===== config.mk =====
export PLATFORM = sky130hd
export DESIGN_NAME = sd_irq_ctrl
export DESIGN_NICKNAME = d
export VERILOG_FILES = /design/src/rtl/sd_irq_pkg.sv /design/src/rtl/sd_irq_sync.sv /design/src/rtl/sd_irq_edge.sv /design/src/rtl/sd_irq_status.sv /design/src/rtl/sd_irq_out.sv /design/src/rtl/sd_irq_ctrl.sv
export SDC_FILE = /design/constraint.sdc
export NUM_CORES = 1
export LEC_CHECK = 0
export CAP_MARGIN = 20
export CORE_ASPECT_RATIO = 0.8
export CORE_MARGIN = 5
export CORE_UTILIZATION = 47
export DETAILED_ROUTE_END_ITERATION = 8
export PLACE_DENSITY = 0.9
export SYNTH_ARGS = -nofsm -noshare
export SYNTH_HDL_FRONTEND = slang
export SYNTH_SLANG_ARGS = --single-unit

===== constraint.sdc =====
create_clock -name clk -period 2.6 [get_ports clk]
set_input_delay 0.26 -clock clk [delete_from_list [all_inputs] [get_ports clk]]
set_output_delay 0.26 -clock clk [all_outputs]
set_load 0.005 [all_outputs]

===== src/rtl/sd_irq_pkg.sv =====
package sd_irq_pkg;

   localparam int STAT_W      = 32;
   localparam int ERR_N       = 7;

   localparam int B_CMD_END   = 0;
   localparam int B_DATA_END  = 2;
   localparam int B_CARD_OUT  = 3;
   localparam int B_CARD_IN   = 4;
   localparam int B_WPROT     = 7;
   localparam int B_ERR_LO    = 16;
   localparam int B_RX_READY  = 24;
   localparam int B_TX_REQ    = 25;
   localparam int B_ILL_ACC   = 31;

   localparam logic [STAT_W-1:0] DEFINED_BITS = 32'h837F_009D;
   localparam logic [STAT_W-1:0] SERVICED     = 32'h0340_001D;
   localparam logic [STAT_W-1:0] MASK_RST_DEF = 32'h837F_031D;

   typedef struct packed {
      logic             ill_acc;
      logic             tx_req;
      logic             rx_ready;
      logic [ERR_N-1:0] err;
      logic             card_in;
      logic             card_out;
      logic             data_end;
      logic             cmd_end;
   } evt_t;

   function automatic logic [STAT_W-1:0] evt_to_vec(input evt_t e);
      logic [STAT_W-1:0] v;
      v = '0;
      v[B_CMD_END]  = e.cmd_end;
      v[B_DATA_END] = e.data_end;
      v[B_CARD_OUT] = e.card_out;
      v[B_CARD_IN]  = e.card_in;
      for (int i = 0; i < ERR_N; i++) v[B_ERR_LO+i] = e.err[i];
      v[B_RX_READY] = e.rx_ready;
      v[B_TX_REQ]   = e.tx_req;
      v[B_ILL_ACC]  = e.ill_acc;
      return v;
   endfunction

endpackage


===== src/rtl/sd_irq_sync.sv =====
module sd_irq_sync #(
   parameter int STAGES = 2
) (
   input  logic clk,
   input  logic rst_n,
   input  logic async_in,
   output logic sync_out
);
   logic [STAGES-1:0] chain_q;

   always_ff @(posedge clk or negedge rst_n) begin
      if (!rst_n) chain_q[0] <= 1'b0;
      else        chain_q[0] <= async_in;
   end

   for (genvar s = 1; s < STAGES; s++) begin : g_stage
      always_ff @(posedge clk or negedge rst_n) begin
         if (!rst_n) chain_q[s] <= 1'b0;
         else        chain_q[s] <= chain_q[s-1];
      end
   end

   assign sync_out = chain_q[STAGES-1];
endmodule


===== src/rtl/sd_irq_edge.sv =====
module sd_irq_edge (
   input  logic clk,
   input  logic rst_n,
   input  logic level,
   output logic rise,
   output logic fall
);
   logic prev_q;

   always_ff @(posedge clk or negedge rst_n) begin
      if (!rst_n) prev_q <= 1'b0;
      else        prev_q <= level;
   end

   assign rise = level & ~prev_q;
   assign fall = ~level & prev_q;
endmodule


===== src/rtl/sd_irq_status.sv =====
module sd_irq_status #(
   parameter int                W        = 32,
   parameter logic [W-1:0]      DEF_BITS = '1,
   parameter int                LIVE_BIT = 7
) (
   input  logic         clk,
   input  logic         rst_n,
   input  logic [W-1:0] set_vec,
   input  logic         wr_en,
   input  logic [W-1:0] wr_data,
   input  logic         live_level,
   output logic [W-1:0] rd_vec
);
   localparam logic [W-1:0] LIVE_ONE   = {{(W-1){1'b0}}, 1'b1} << LIVE_BIT;
   localparam logic [W-1:0] STICKY_SET = DEF_BITS & ~LIVE_ONE;

   logic [W-1:0] stat_q;
   logic [W-1:0] keep;
   logic [W-1:0] stat_d;

   always_comb begin
      keep   = wr_en ? wr_data : '1;
      stat_d = ((stat_q & keep) | set_vec) & STICKY_SET;
   end

   always_ff @(posedge clk or negedge rst_n) begin
      if (!rst_n) stat_q <= '0;
      else        stat_q <= stat_d;
   end

   always_comb begin
      rd_vec           = stat_q;
      rd_vec[LIVE_BIT] = live_level;
   end
endmodule


===== src/rtl/sd_irq_out.sv =====
module sd_irq_out #(
   parameter int           W          = 32,
   parameter logic [W-1:0] SERV       = '1,
   parameter bit           ACTIVE_LOW = 1'b1
) (
   input  logic         clk,
   input  logic         rst_n,
   input  logic [W-1:0] stat,
   input  logic [W-1:0] mask,
   output logic         irq_line
);
   logic pending;
   assign pending = |(stat & ~mask & SERV);

   if (ACTIVE_LOW) begin : g_low
      always_ff @(posedge clk or negedge rst_n) begin
         if (!rst_n) irq_line <= 1'b1;
         else        irq_line <= ~pending;
      end
   end else begin : g_high
      always_ff @(posedge clk or negedge rst_n) begin
         if (!rst_n) irq_line <= 1'b0;
         else        irq_line <= pending;
      end
   end
endmodule


===== src/rtl/sd_irq_ctrl.sv =====
module sd_irq_ctrl
   import sd_irq_pkg::*;
#(
   parameter int                 SYNC_STAGES = 2,
   parameter logic [STAT_W-1:0]  MASK_RESET  = MASK_RST_DEF
) (
   input  logic              clk,
   input  logic              rst_n,
   input  logic              ev_cmd_end,
   input  logic              ev_data_end,
   input  logic              ev_rx_ready,
   input  logic              ev_tx_req,
   input  logic [ERR_N-1:0]  ev_err,
   input  logic              ev_ill_access,
   input  logic              card_det,
   input  logic              wp_level,
   input  logic              reg_wr,
   input  logic              reg_wsel,
   input  logic [STAT_W-1:0] reg_wdata,
   input  logic              reg_rsel,
   output logic [STAT_W-1:0] reg_rdata,
   output logic              irq_n
);
   if (SYNC_STAGES < 2) begin : g_bad_sync
      $error("sd_irq_ctrl: SYNC_STAGES must be at least 2");
   end
   if (B_ERR_LO + ERR_N > B_RX_READY) begin : g_bad_err
      $error("sd_irq_ctrl: error field overlaps data bits");
   end

   logic              cd_sync, wp_sync;
   logic              cd_rise, cd_fall;
   evt_t              evt;
   logic [STAT_W-1:0] set_vec;
   logic [STAT_W-1:0] stat_rd;
   logic [STAT_W-1:0] mask_q;

   sd_irq_sync #(.STAGES(SYNC_STAGES)) u_cd_sync (
      .clk(clk), .rst_n(rst_n), .async_in(card_det), .sync_out(cd_sync));

   sd_irq_sync #(.STAGES(SYNC_STAGES)) u_wp_sync (
      .clk(clk), .rst_n(rst_n), .async_in(wp_level), .sync_out(wp_sync));

   sd_irq_edge u_cd_edge (
      .clk(clk), .rst_n(rst_n), .level(cd_sync), .rise(cd_rise), .fall(cd_fall));

   always_comb begin
      evt.cmd_end  = ev_cmd_end;
      evt.data_end = ev_data_end;
      evt.card_out = cd_fall;
      evt.card_in  = cd_rise;
      evt.err      = ev_err;
      evt.rx_ready = ev_rx_ready;
      evt.tx_req   = ev_tx_req;
      evt.ill_acc  = ev_ill_access;
      set_vec      = evt_to_vec(evt);
   end

   sd_irq_status #(.W(STAT_W), .DEF_BITS(DEFINED_BITS), .LIVE_BIT(B_WPROT)) u_status (
      .clk(clk), .rst_n(rst_n), .set_vec(set_vec),
      .wr_en(reg_wr & ~reg_wsel), .wr_data(reg_wdata),
      .live_level(wp_sync), .rd_vec(stat_rd));

   always_ff @(posedge clk or negedge rst_n) begin
      if (!rst_n)                 mask_q <= MASK_RESET;
      else if (reg_wr && reg_wsel) mask_q <= reg_wdata;
   end

   sd_irq_out #(.W(STAT_W), .SERV(SERVICED), .ACTIVE_LOW(1'b1)) u_out (
      .clk(clk), .rst_n(rst_n), .stat(stat_rd), .mask(mask_q), .irq_line(irq_n));

   assign reg_rdata = reg_rsel ? mask_q : stat_rd;
endmodule


**Yosys cells after proc, flatten, opt, wreduce, memory -nomap -nowiden**

Cells that the tools add are included.

- Output and inout bits: 33
- Input bits: 51
- Register bits: 52
- Logic and storage cells: 23

- Muxes and demuxes: 2
- Reductions and logical operators: 2
- Bitwise operators: 11

Operator list:

| operator | number |
|---|---|
| $mux 32 | 2 |
| $and 32x32->32 | 1 |
| $or 32x32->32 | 1 |
| $and 26x26->26 | 1 |
| $not 26->26 | 1 |
| $reduce_or 7->1 | 1 |
| $not 1->1 | 4 |
| $and 1x1->1 | 3 |
| $logic_and 1x1->1 | 1 |

**Logic depth before layout (Yosys ltp)**

Gate-level depths: netlist (run 1).

- Depth in word-level cells: 5
- Mapped depth: 4
- Mapped depth without buffers: 3

**Cells and area by module**

Synthesis (run 1) repeated with hierarchy kept, for this count alone.

- Cell total of the unflattened synthesis: 187
- Area total of the unflattened synthesis: 2715.1 um^2

Modules (own cells, without submodules):

| module | instances | cells each | area an instance (um^2) | sequential area each (um^2) |
|---|---|---|---|---|
| sd_irq_ctrl | 1 | 106 | 1791.7 | 820.8 |
| sd_irq_status | 1 | 62 | 689.4 | 350.3 |
| sd_irq_sync | 2 | 2 | 50.0 | 50.0 |
| sd_irq_out | 1 | 12 | 93.8 | 26.3 |
| sd_irq_edge | 1 | 3 | 40.0 | 25.0 |

**Worst setup path after synthesis (run 1)**

OpenSTA, ideal clock, no wires.

- Path kind: input-to-output
- From: input port reg_rsel
- To: output port reg_rdata[12]
- Required time: 2.340 ns
- Slack: 1.483 ns
- Stages on the path: 3
- Data arrival time: 0.857 ns
- Path buffers: 2
- Path through: buf_2 clkbuf_1 and2_1

- Longest elaborated chain between the ends: 1

Ends and longest elaborated chain:

| item | line | source |
|---|---|---|
| start, declared | sd_irq_ctrl.sv:20 | `input logic reg_rsel,` |
| $mux 32 | sd_irq_ctrl.sv:72 | `assign reg_rdata = reg_rsel ? mask_q : stat_rd;` |
| end, declared | sd_irq_ctrl.sv:21 | `output logic [STAT_W-1:0] reg_rdata,` |

No other way between the ends.

**Worst setup path after layout (run 1)**

- From: input port reg_rsel
- To: output port reg_rdata[0]

The elaborated chain is that of the path after synthesis.

==> results of run 1 <==
-- cells in the mapped netlist --
cell type	n	area share, %
inv_1	7	1.2
clkbuf_2	1	0.23
mux2_1	30	15
mux2_2	11	5.6
dfrtp_1	35	40
buf_2	4	0.91
nand2b_1	13	3.7
and2_1	17	4.8
dfstp_2	17	20
nor4_1	1	0.28
clkbuf_1	3	0.51
nor2b_1	1	0.28
o22ai_1	3	0.85
o21ai_0	20	4.5
o2bb2ai_1	1	0.40
nand2_1	7	1.2
nor2_1	1	0.17
-- critical path, delay by kind of cell --
family	cells	cell delay [ps]
and+or+nand+nor	1	120
AOI/OAI and AO/OA	1	140
buffers and inverters	3	1370
-- cell type report --
| type | instances | area [µm²] | share of cell area (%) |
|---|---|---|---|
| flip-flops and latches | 52 | 1320 | 40.9 |
| repair buffers | 89 | 886 | 27.4 |
| multi-input cells | 105 | 820 | 25.3 |
| well taps | 60 | 75.1 | 2.32 |
| clock buffers | 6 | 72.6 | 2.24 |
| clock inverters | 2 | 35.0 | 1.08 |
| inverters | 7 | 26.3 | 0.812 |
-- per-stage QoR --
stage | power (µW) | instance area (µm²) | util [%] | worst slack (ps) | instances
after CTS | 1910 | 3210 | 70.2 | 432 | 319
final | 1890 | 3240 | 70.8 | 426 | 321
after detailed placement | 1370 | 3100 | 67.8 | 429 | 311
after global placement | 1350 | 3100 | 67.8 | 476 | 311
after global routing | 1990 | 3240 | 70.8 | 309 | 321
after floorplan | 1130 | 2200 | - | 1480 | 172
-- layout by cell type, fill, tap and decap left out --
master / n
and2_1: 17
buf_12: 1
buf_2: 1
buf_4: 4
bufinv_16: 1
clkbuf_1: 1
clkbuf_8: 5
clkdlybuf4s50_1: 82
clkinv_2: 1
dfrtp_1: 35
dfstp_2: 17
dlygate4sd3_1: 1
inv_1: 7
mux2_1: 30
mux2_2: 11
nand2_1: 7
nand2b_1: 13
nor2_1: 1
nor2b_1: 1
nor4_1: 1
o21ai_0: 20
o22ai_1: 3
o2bb2ai_1: 1
-- final timing paths --
kind	endpoint	slack (ps)	start	cells past startpoint
min	u_wp_sync.sync_out$_DFF_PN0_	350	u_wp_sync.chain_q[0]$_DFF_PN0_	0
max in group asynchronous	mask_q[0]$_DFFE_PN1P_	1470	rst_n	4
min reg2reg	u_wp_sync.sync_out$_DFF_PN0_	350	u_wp_sync.chain_q[0]$_DFF_PN0_	0
min in group asynchronous	u_status.stat_q[18]$_DFF_PN0_	420	rst_n	2
max reg2reg	u_out.irq_line$_DFF_PN1_	1620	mask_q[4]$_DFFE_PN1P_	2
max	reg_rdata[0]	430	reg_rsel	5
-- cells by family after synthesis --
kind of cell / synth area share, %
compound gates: 5.79
mux: 20.9
simple gates: 10.4
buf+inv: 2.84
flops: 60.0
-- registers in the layout (all words and copies together), names as in the netlist --
name / flops
mask_q: 32
u_status.stat_q: 14
u_cd_edge.prev_q: 1
u_cd_sync.chain_q: 1
u_cd_sync.sync_out: 1
u_out.irq_line: 1
u_wp_sync.chain_q: 1
u_wp_sync.sync_out: 1
-- power by group through the flow --
stage,clock network (µW),logic [µW],registers [µW]
floorplan,0,155,971
global placement,0,370,982
detailed placement,0,382,989
CTS,549,384,974
global route,587,420,984
finish,533,381,973
-- routing by layer --
metal	up-vias	part of all wire (%)
li1	751	-
met1	776	40
met2	56	50
met3	6	9.5
met4	0	1.0
met5	-	0
==> metrics.md, run 1 <==
| Metric | Value |
|---|---|
| Status | `finished, final reports clean` |
| Fraction of power spent switching nets | `between 20% and 30%` |
| Met3 usage in global routing | `~6.8%` |
| DIE HEIGHT | `around 70 µm` |
| Ratio of cells with drive above 1 in the final layout | `between 15 and 20%` |
| Pins over their slew limit | `0` |
| Worst hold margin | `354 ps` |
| Number of clock sinks | `52` |
| Fin Clk Skew | `between 2 and 3 ps` |
| DR vias/cell | `just under 5` |
| Slew @ Worst Pin | `534 ps` |
| Total vias in the final route | `roughly 1600` |
| Fraction of power consumed by combinational cells | `between 20% and 30%` |
| Number of antenna-violating nets in the routed design | `0` |
| Worst slew margin relative to its limit | `64.4%` |
| Overflow after GRT | `0` |
| Power density over cell area | `around 580 nW/µm²` |
| Mapped Avg Cell Area | `~13 µm²` |
| PostCTS Resize Cnt | `0` |
| Routed WL | `between 4 and 5 mm` |
| Fin Setup TNS | `0 ps` |
| Crit-path slowest cell | `clkdlybuf4s50_1` |
| Area inside the core boundary | `4570 µm²` |
| Maximum clock path buffer count | `2` |
| Clk slew on worst S/H paths | `around 90 ps` |
| Highest clock rate | `between 0.4 and 0.5 GHz` |
| Top-Level Pins | `84` |
| Sequential fraction of the synthesis area | `between 50% and 60%` |
| Final hold violations | `0` |
| Standby leakage power | `0.00131 µW` |
| Path type of the worst setup path | `in2out` |
| Int Power | `~1500 µW` |
| Filler Cell Count | `approximately 340` |
| Area growth from synthesis to layout | `46.8%` |
| Data required time of the critical path | `2340 ps` |
| Count of antenna diodes in the layout | `0` |
| Initial antenna violation count | `0` |
| Clock latency of the later-clocked register in the worst-skew pair | `approximately 300 ps` |
| CP endpoint kind | `primary output` |
| Die Outline Area | `roughly 6200 µm²` |
| Highest-utilization routing layer at the global route stage | `met2` |
| Pin count of the biggest net entering global routing | `50` |
| Clock tree from TritonCTS | `yes` |
| Synth Net Count | `approximately 220` |
| Share of the clock period used by the worst path | `83.6%` |
| Most numerous cell on the critical path | `clkdlybuf4s50_1` |
| Chain of cells forming the critical path | `clkdlybuf4s50_1 -> buf_4 -> nand2_1 -> o21ai_0 -> clkdlybuf4s50_1` |
| Number of setup buffers added after CTS | `0` |
| Number of placement rows | `22` |
| Number of violations reported at the end of detailed-routing iteration 0 | `84` |
| 1st-pass router iterations | `4` |
| Final critical-path required period | `2170 ps` |
| Placer's final routability congestion estimate | `between 0.7 and 0.8` |
| Die Wd | `slightly below 90 µm` |
| Mapped cell area | `around 2200 µm²` |
| Met1 capacity usage during global routing | `18.9%` |
| Total global-route track usage | `around 16%` |
| Portion of total power attributed to sequential cells | `between 50% and 60%` |
| Number of storage elements in the synthesis netlist | `52` |
| Number of violations of the max-capacitance limit | `0` |
| Met2 usage | `27.5%` |
| DRC Markers | `0` |
| Wire per inst | `between 15 and 20 µm` |
| Starting density of the core | `between 40% and 50%` |
| H-tree lvl count | `2` |
| Hold buffer count at CTS | `0` |
| Yosys warns | `0` |
| Unrepaired setup endpoints after global routing | `false` |
| Wire length of the first global-routing pass | `7.81 mm` |
| Clock network power share | `28.2%` |
| Final-report setup violation count | `0` |
| Number of instances in the synthesized netlist | `approximately 170` |
| Net Switching | `around 420 µW` |
| Number of distinct standard cells referenced by the synthesized netlist | `17` |
| Detailed placer's ending HPWL | `3.50 mm` |
| Vias in the first global route | `1670` |
| Crit path arrival time | `approximately 1900 ps` |
| Max FO, Critical Path | `38` |
| Total CTS buffers | `5` |
| Maximum vdd ir drop | `0.348 mV` |
| NumNets Final | `just over 300` |
| Number of input and output port buffers inserted | `83` |
| Kind of path behind the tightest hold check | `reg2reg` |
| Critical path launch point type | `input pin` |
| Cell chosen for the clock root | `clkbuf_8` |
| Maximum single-stage delay on the critical path | `590 ps` |
No activity file was read; power rests on OpenSTA's default activity.
==> inputs of run 2 (changes only) <==
CORE_UTILIZATION = 39   (was 47)
PLACE_DENSITY = 0.8   (was 0.9)
clock period = 1.8 ns   (was 2.6 ns; I/O delays follow)
==> run 2 against run 1 <==
Die area increased by 18%; sequential cell count unchanged; sequential power increased by 44%; clock power increased by 49%; wire length increased by 5.0%; largest power group unchanged; critical path type is now reg2out; sequential share of layout area decreased by 0.90 points; critical endpoint is now reg_rdata[22]; critical path depth decreased by 2; power increased by 46%; clock skew increased by 6.2 ps; highest routed layer unchanged; combinational power increased by 48%.
==> metrics.md, run 2 (synthesis gave the netlist of run 1 again) <==
| Metric | Value |
|---|---|
| Share of the clock period used by the worst path | `roughly 95%` |
| Die Wd | `~94 µm` |
| Highest clock rate | `between 0.5 and 0.6 GHz` |
| Unrepaired setup endpoints after global routing | `false` |
| Top-Level Pins | `84` |
| Filler Cell Count | `approximately 460` |
| Placer's final routability congestion estimate | `between 0.7 and 0.8` |
| Wire per inst | `15.1 µm` |
| Status | `finished, final reports clean` |
| Number of buffer and inverter instances along the worst setup path | `1` |
| DRC Markers | `0` |
| Count of antenna diodes in the layout | `0` |
| Vias in the first global route | `1731` |
| Number of flip-flops under the largest register name | `32` |
| Post-DP Area | `~3100 µm²` |
| Total CTS buffers | `5` |
| Final design instance area without fill | `roughly 3300 µm²` |
| Ratio of cells with drive above 1 in the final layout | `about 16%` |
| Number of input and output port buffers inserted | `between 80 and 90` |
| Clock latency of the later-clocked register in the worst-skew pair | `310 ps` |
| Power density over cell area | `~830 nW/µm²` |
| DR vias/cell | `around 4.7` |
| Detailed placer's ending HPWL | `between 3 and 4 mm` |
| Maximum clock path buffer count | `2` |
| Non-filler cells, final | `between 300 and 400` |
| Routed WL | `between 5 and 6 mm` |
| Fin Clk Skew | `8.93 ps` |
| Path type of the worst setup path | `reg2out` |
| Data required time of the critical path | `1620 ps` |
| Total global-route track usage | `approximately 15%` |
| Max FO, Critical Path | `3` |
| Cell chosen for the clock root | `clkbuf_8` |
| DIE HEIGHT | `around 77 µm` |
| Total routed wire length on the met1 layer | `~2.3 mm` |
| Die Outline Area | `~7300 µm²` |
| Worst slew margin relative to its limit | `56.9%` |
| Area growth from synthesis to layout | `50.1%` |
| Number of violations reported at the end of detailed-routing iteration 0 | `28` |
| Highest Signal Layer | `met4` |
| Final critical-path required period | `about 1700 ps` |
| Number of placement rows | `24` |
| Number of cells in the design after placement | `roughly 330` |
| Kind of path behind the tightest hold check | `in2reg` |
| Kind of cell with the highest combined delay on the critical path | `flip-flops` |
| Initial antenna violation count | `0` |
| Detailed route wirelength on metal2 | `roughly 2.3 mm` |
| Starting density of the core | `slightly above 40%` |
| Overflow after GRT | `0` |
| Critical path launch point type | `register` |
| Largest registers | `mask_q: 32 flops, u_status.stat_q: 14 flops` |
| Placement Setup Slack | `-107 ps` |
| Slew @ Worst Pin | `roughly 650 ps` |
| Met3 Wirelength | `410 µm` |
| Clk slew on worst S/H paths | `100 ps` |
| Number of violations of the max-capacitance limit | `0` |
| Crit-path slowest cell | `dfstp_2` |
| Final critical-path setup slack | `88.6 ps` |
| Number of clock sinks | `between 50 and 60` |
| H-tree lvl count | `2` |
| Final hold violations | `0` |
| Final-report setup violation count | `0` |
| Area inside the core boundary | `between 5000 and 6000 µm²` |
| Number of antenna-violating nets in the routed design | `0` |
| Wire length of the first global-routing pass | `about 8.5 mm` |
| Most common library cell in the layout ignoring fill and taps | `clkdlybuf4s50_1` |
| 1st-pass router iterations | `4` |
| Clock tree from TritonCTS | `yes` |
| Maximum vdd ir drop | `0.507 mV` |
| Pins over their slew limit | `0` |
| NumNets Final | `around 310` |
| Pin count of the biggest net entering global routing | `53` |
| Top reg by flops | `mask_q` |
| Most frequent cells in the layout | `clkdlybuf4s50_1 (80), dfrtp_1 (35), mux2_1 (30)` |
| Standby leakage power | `between 0.001 and 0.0015 µW` |
| CP endpoint kind | `primary output` |
| Chain of cells forming the critical path | `nand2_1 -> o21ai_0 -> clkdlybuf4s50_1` |
| Crit path arrival time | `around 1500 ps` |
| Maximum single-stage delay on the critical path | `roughly 550 ps` |
| Total vias in the final route | `~1600` |
[run 2: cell type report]
| class | instances | area (µm²) | share of cell area (%) |
|---|---|---|---|
| repair buffers | 90 | 932 | 28.2 |
| clock buffers | 5 | 68.8 | 2.08 |
| inverters | 7 | 26.3 | 0.794 |
| clock inverters | 3 | 42.5 | 1.29 |
| flip-flops and latches | 52 | 1320 | 40.0 |
| multi-input cells | 105 | 820 | 24.8 |
| well taps | 78 | 97.6 | 2.95 |
[run 2: repair_timing]
action | CTS | global route
gates resized for setup | 3 | 1
endpoints found under the setup margin | 10 | 1
hold buffers | 1 | 0
gates cloned | 1 | 0
setup buffers | 2 | 0
hold endpoints to repair | 25 | 0
[run 2: worst paths after layout]
path | startpoint | end | slack, ps | cells after the start
min reg2reg | u_wp_sync.chain_q[0]$_DFF_PN0_ | u_wp_sync.sync_out$_DFF_PN0_ | 360 | 0
max | mask_q[22]$_DFFE_PN1P_ | reg_rdata[22] | 90 | 3
min | card_det | u_cd_sync.chain_q[0]$_DFF_PN0_ | 300 | 1
max in group asynchronous | rst_n | mask_q[27]$_DFFE_PN0P_ | 860 | 3
min in group asynchronous | rst_n | u_status.stat_q[22]$_DFF_PN0_ | 520 | 3
max reg2reg | mask_q[4]$_DFFE_PN1P_ | u_out.irq_line$_DFF_PN1_ | 820 | 2
[run 2: routing by layer]
layer	vias to the layer above	global-route usage, %
met2	59	22.7
met5	-	0
met1	761	19.9
li1	759	-
met3	8	5.28
met4	0	5.19
[run 2: metrics by stage]
| stage | power, µW | utilization [%] | TNS (ps) | hold slack, ps |
|---|---|---|---|---|
| floorplan | 1630 | - | 0 | -116 |
| global placement | 1960 | 57.4 | -647 | 331 |
| detailed placement | 1990 | 57.4 | -841 | 337 |
| CTS | 2810 | 60.5 | 0 | 287 |
| global route | 2910 | 60.6 | 0 | 286 |
| finish | 2760 | 60.6 | 0 | 302 |
[run 2: worst register-to-register path: stages, from the launching register on]
cell     delay [ps]
dfstp_2         560
o22ai_1          70
nor4_1          270
[run 2: report_power, final]
part           internal, µW  total (µW)  switching, µW
Clock                   411         793            381
Combinational           375         565            190
Sequential             1340        1400           64.8
